--- src/rtl/dual_cmp_timer.sv ---
module dual_cmp_timer #(
  parameter int CW = 16
) (
  input  logic          clk,
  input  logic          rst_n,
  input  logic          tick,
  input  logic          wr_en,
  input  logic [1:0]    wr_addr,
  input  logic [CW-1:0] wr_data,
  output logic          tmr_out,
  output logic          irq_cmp_a,
  output logic          irq_cmp_b
);
  localparam logic [1:0] ADR_CTRL = 2'd0;
  localparam logic [1:0] ADR_A    = 2'd1;
  localparam logic [1:0] ADR_B    = 2'd2;

  logic          run_q, fine_q, inv_q, en_q, lvl_q, ph_q;
  logic [CW-1:0] a_q, b_q, cnt_q;

  wire          step  = run_q & tick;
  wire [CW:0]   pos   = fine_q ? {cnt_q, ph_q} : {1'b0, cnt_q};
  wire          hit_b = step && (cnt_q == b_q) && (!fine_q || ph_q);
  wire          hit_a = step && (pos == {1'b0, a_q}) && !hit_b;

  always_ff @(posedge clk or negedge rst_n) begin
    if (!rst_n) begin
      run_q  <= 1'b0;
      fine_q <= 1'b0;
      inv_q  <= 1'b0;
      en_q   <= 1'b0;
      a_q    <= '0;
      b_q    <= '0;
    end else if (wr_en) begin
      case (wr_addr)
        ADR_CTRL: begin
          run_q <= wr_data[0];
          inv_q <= wr_data[2];
          en_q  <= wr_data[3];
          if (!run_q) fine_q <= wr_data[1];
        end
        ADR_A:   a_q <= wr_data;
        ADR_B:   b_q <= wr_data;
        default: ;
      endcase
    end
  end

  always_ff @(posedge clk or negedge rst_n) begin
    if (!rst_n) begin
      cnt_q <= '0;
      ph_q  <= 1'b0;
      lvl_q <= 1'b0;
    end else if (!run_q || hit_b) begin
      cnt_q <= '0;
      ph_q  <= 1'b0;
      lvl_q <= 1'b0;
    end else if (step) begin
      if (hit_a) lvl_q <= 1'b1;
      if (fine_q) begin
        ph_q <= ~ph_q;
        if (ph_q) cnt_q <= cnt_q + 1'b1;
      end else begin
        cnt_q <= cnt_q + 1'b1;
      end
    end
  end

  always_ff @(posedge clk or negedge rst_n) begin
    if (!rst_n) begin
      irq_cmp_a <= 1'b0;
      irq_cmp_b <= 1'b0;
    end else begin
      irq_cmp_a <= hit_a;
      irq_cmp_b <= hit_b;
    end
  end

  assign tmr_out = en_q ? (inv_q ? lvl_q : ~lvl_q) : inv_q;
endmodule

--- config.mk ---
export PLATFORM = sky130hd
export DESIGN_NAME = dual_cmp_timer
export DESIGN_NICKNAME = d
export VERILOG_FILES = /design/src/rtl/dual_cmp_timer.sv
export SDC_FILE = /design/constraint.sdc
export NUM_CORES = 1
export LEC_CHECK = 0
export BUFFER_PORTS_ARGS = -buffer_cell sky130_fd_sc_hd__buf_4
export CORE_MARGIN = 10
export CORE_UTILIZATION = 45
export DETAILED_ROUTE_END_ITERATION = 8
export HOLD_SLACK_MARGIN = 0.05
export PLACE_DENSITY = 0.65
export SYNTH_ARGS = -nofsm -noshare
export SYNTH_HDL_FRONTEND = slang
export SYNTH_SLANG_ARGS = --single-unit
--- constraint.sdc ---
create_clock -name clk -period 1.9 [get_ports clk]
set_input_delay 0.57 -clock clk [delete_from_list [all_inputs] [get_ports clk]]
set_output_delay 0.57 -clock clk [all_outputs]
set_load 0.005 [all_outputs]
# Word-level counts from Yosys, hierarchy flattened
# Index checks and enable logic that the tools add are counted.
[classes]
n_addsub = 1
eq_ne = 5
n_mux = 13
n_bitwise = 4
reduce_logical = 20
[op_table]
columns = ["op", "count"]
rows = [
  ["16-bit two-way mux", 4],
  ["17-bit by 16-bit equality test with 1-bit output", 1],
  ["17-bit two-way mux", 1],
  ["16-bit by 1-bit adder with 16-bit output (second input constant)", 1],
  ["16-bit equality test", 1],
  ["2-bit AND reduction", 6],
  ["1-bit two-way mux", 8],
  ["2-bit nonzero test", 3],
  ["1-bit logical AND", 4],
  ["1-bit zero test", 3],
  ["3-bit by 1-bit != test with 1-bit output (second input constant)", 1],
  ["1-bit NOT", 3],
  ["3-bit AND reduction", 1],
  ["2-bit by 1-bit equality test with 1-bit output (second input constant)", 1],
  ["2-bit equality test (second input constant)", 1],
  ["2-bit zero test", 1],
  ["1-bit logical OR", 2],
  ["1-bit AND", 1],
]
[totals]
ff_bits = 56
in_bits = 22
output_inout_bits = 3

# Logic depth before layout (Yosys ltp)
[depth]
word_depth = 8
ltp_mapped = 9
ltp_nobuf = 6

# Least setup slack after synthesis
# No wires, ideal clock.
[synth_timing]
path_type = "register to register"
startpoint = "register fine_q"
endpoint = "register irq_cmp_a"
setup_time_ns = 0.073
arrival_ns = 1.772
t_required_ns = 1.827
path_slack_ns = 0.056
stages_incl_launch_ff = 8
path_buffers = 2
period_less_slack_ns = 1.844
path_cell_list = "dfrtp_1 buf_6 clkbuf_8 nor3_1 a31oi_1 or4_4 nor4_4 nor2b_1"
[synth_between]
elab_chain_len = 5
word_cells_on_any_way = 8
cone_classes = "1 x eq/ne; 1 x mux; 6 x reduce/logical"
[synth_lines]
columns = ["item", "line_no", "source"]
rows = [
  ["start: declaration", "18", "logic run_q, fine_q, inv_q, en_q, lvl_q, ph_q;"],
  ["start signal: assignment", "40", "if (!run_q) fine_q <= wr_data[1];"],
  ["parallel branches: the longest is 4 deep, another holds 17-bit two-way mux", "-", ""],
  ["1-bit logical AND *", "24", "wire hit_a = step && (pos == {1'b0, a_q}) && !hit_b;"],
  ["named net hit_a", "24", ""],
  ["end signal: assignment", "74", "irq_cmp_a <= hit_a;"],
  ["end: declaration", "11", "output logic irq_cmp_a,"],
]
# Mark *: on every way through the listed nets, which the timed path passes.
# A chain may end at the register's enable or synchronous reset.

# Final worst setup path
[layout_timing]
startpoint = "register cnt_q[12]"
endpoint = "register cnt_q[0]"
[layout_between]
elab_chain_len = 6
word_cells_on_any_way = 8
cone_classes = "2 x eq/ne; 1 x mux; 5 x reduce/logical"
[layout_lines]
columns = ["item", "line_no", "source"]
rows = [
  ["start: declaration", "19", "logic [CW-1:0] a_q, b_q, cnt_q;"],
  ["start signal: assignment", "62", "if (ph_q) cnt_q <= cnt_q + 1'b1;"],
  ["start signal: assignment", "64", "cnt_q <= cnt_q + 1'b1;"],
  ["16-bit equality test *", "23", "wire hit_b = step && (cnt_q == b_q) && (!fine_q || ph_q);"],
  ["1-bit logical AND * (2 in a row)", "23", ""],
  ["named net hit_b", "23", ""],
  ["1-bit logical OR *", "54", "end else if (!run_q || hit_b) begin"],
  ["3-bit by 1-bit != test with 1-bit output (no line) / 2-bit nonzero test (equally long branches)", "-", ""],
  ["2-bit AND reduction (no line)", "-", ""],
]
# Mark *: on every way through the listed nets, which the timed path passes. The rest lies on a longest branch.

==> results.ini <==
[power]
comb_power_share_pct = 32.5
pwr-share-seq_pct = 46.8
peakVddDrop_mv = 0.5207
power_leakage_nw = 1.667
internal_power_mw = 2.223
p_switching_mw = 1.037
swShare_pct = 31.81
clkPwrFrac_pct = 20.6
finalPower_mw = 3.260
powerDensity_mw_per_mm2 = 890.3

[final_layout]
layout.cells.most_common = buf_4
drive_above_1_share_pct = 43.09
num_antenna_cells = 0
fillers = 530
layout_common_cells = 59 x buf_4, 55 x dfrtp_1, 36 x mux2_2
stdcell_area_mm2 = 0.003662
fin_nets = 333
synthToLayoutAreaGrowth_pct = 24.03
final_cells = 388

[outcome]
failed_checks = negative setup slack
status = complete, but fails checks

[die]
fp-row-count = 29
die_y_um = 101.0
die_area_mm2 = 0.01020
start_util_pct = 46.50
die_width_um = 101.0
io_pins = 25
core_mm2 = 0.006350

[synth]
ys_async_sr_fraction_pct = 100.0
synth_top_flop_cell = dfrtp_1
synthTopCellsByArea = dfrtp_1 47%, mux2_2 14%, xor2_1 10%
synth_cell_types = 38
synth_nets = 277
synth_top_area_share_pct = 47.46
synthCells = 254
synth_edf_count = 0
avgSynthCellArea_um2 = 11.63
ys_seq_elements = 56
netlist_area_mm2 = 0.002953
synth_area_leader_cell = dfrtp_1
ys_seq_area_share_pct = 47.46
yosysWarnings = 0

[global_routing]
overflow = 0
grt_pass1_vias = 2053
grt_util_all_layers_pct = 13.12
grt_max_degree = 57
grt_pass1_wl_mm = 10.56
antenna_found_initial = 0

[clocking]
clk_latency_ps = 310
cts.sinks = 56
numCtsBuffers = 5
cts_root_buf = clkbuf_8
clk_pin_slew_worst_paths_ps = 100
htreeDepth = 2
cts_tree = done
clockBufferDepth = 2

[sta]
slew_headroom_pct = 52.78
fmax_mhz = 519.0
finalWorstSetupSlack_ps = -26.67
drv_slew = 0
fin_skew_ps = 6.968
rsz0062_at_grt = true
setup_viol = 7
min_period_ps = 1927
fin_crit_sh_pct = 101.4
worst_pin_slew_ps = 708.3
hold_viol = 0

[routing]
drt_first_pass_iters = 4
wl_mm = 6.626
via_count = 2010
wl_per_cell_um = 17.08
drc_errors = 0
detail-route-antenna-nets = 0
drt_iter0_markers = 120
vias_per_cell = 5.180

[setup_path]
cp_max_fo = 5
arrival_ps = 2130
required_ps = 2100
crit_path_start_kind = register
critical_path_class = register to register
end_kind = register

[placed_design]
gp_congestion = 0.8777
placedCellCount = 374
dpl_cell_area_mm2 = 0.003376
io_buffers = 24
dp_hpwl_mm = 4.811

[min_path]
hold_path.class = input pin to asynchronous set/reset pin

[run]
cap_violations = 0

## sequential cells by signal (all words and copies together) (netlist names)
register,flops
irq_cmp_a,1
fine_q,1
en_q,1
inv_q,1
a_q,16
irq_cmp_b,1
b_q,16
run_q,1
cnt_q,16
lvl_q,1
ph_q,1
## per-layer routing
| layer | GRT usage [%] | vias up | share of wire [%] |
|---|---|---|---|
| li1 | - | 974 | - |
| met1 | 16.78 | 994 | 45 |
| met2 | 22.11 | 34 | 52 |
| met3 | 2.195 | 8 | 2.2 |
| met4 | 3.859 | 0 | 1.3 |
| met5 | 0 | - | 0 |
## critical path, cell delays in order, from the launching register on
cell and delay, ps:
dfrtp_1 400, xor2_1 190, nor4_1 410, nand4_1 170, nor4_2 210, nand2b_4 230
buf_8 160, o21ai_2 70
## final timing paths
| check | from | to | slack (ps) | cells past startpoint |
|---|---|---|---|---|
| worst min register to register | en_q | en_q | 530 | 1 |
| max in group asynchronous | rst_n | fine_q | 1110 | 1 |
| worst max-delay path | cnt_q[12] | cnt_q[0] | -30 | 7 |
| worst min-delay path | rst_n | b_q[9] | 300 | 1 |
| worst max register to register | cnt_q[12] | cnt_q[0] | -30 | 7 |
| min in group clk | wr_data[5] | b_q[5] | 490 | 2 |
## cells in the mapped netlist (3+ instances only)
| cell | n |
|---|---|
| nor3_1 | 3 |
| mux2_2 | 36 |
| nand4_1 | 8 |
| nand2b_1 | 3 |
| xnor2_1 | 16 |
| nor2_1 | 25 |
| dfrtp_1 | 56 |
| clkbuf_1 | 6 |
| xor2_1 | 35 |
| nor4_1 | 3 |
| buf_6 | 4 |
| inv_1 | 5 |
| mux2i_1 | 9 |
| nand2_1 | 10 |
| and3_1 | 6 |
## metrics by stage
stage | TNS, ps | setup slack (ps) | utilization (%) | hold WS, ps
after floorplan | 0 | 55.61 | - | 274.4
after global placement | -118.4 | -48.52 | 53.16 | 492.6
after detailed placement | -680.0 | -96.70 | 53.16 | 504.3
after CTS | 0 | 12.98 | 55.37 | 328.9
after global routing | -1505 | -104.3 | 57.67 | 347.6
final | -100.6 | -26.67 | 57.67 | 304.2
## repair_timing
item                                    CTS  global route
endpoints found under the setup margin   19            19
buffers inserted                          4             1
pin swaps                                 3            11
gates resized for setup                   6            35
endpoints found under the hold margin     0             0
hold buffers                              0             0
gates cloned                              0             1
## power by group through the flow
stage / Sequential, mW / Combinational (mW) / Clock (mW)
2_1_floorplan: 1.51 / 0.641 / 0
3_3_place_gp: 1.55 / 0.893 / 0
3_5_place_dp: 1.56 / 0.904 / 0
4_1_cts: 1.53 / 0.970 / 0.690
5_1_grt: 1.55 / 1.15 / 0.738
6_report: 1.53 / 1.06 / 0.672
## cell families (layout without fill, tap and decap cells)
family / after synthesis / count (layout) / synth area share, %
buf+inv: 19 / 76 / 4.067
simple gates: 70 / 70 / 12.84
flops: 56 / 56 / 47.46
xor+xnor: 51 / 51 / 15.13
fa+ha+maj: 1 / 1 / 0.4237
mux: 46 / 46 / 17.54
compound gates: 11 / 11 / 2.543
## final cells by class
class                      instances  area [um^2]  share of cell area (%)
clock buffer                       8        90.09                   2.460
inverter                           5        18.77                  0.5125
multi-input combinational        179         1554                   42.43
sequential                        56         1403                   38.30
tap                               77        96.34                   2.631
timing repair buffer              63        500.5                   13.67
(Power assumes the default switching activity.)
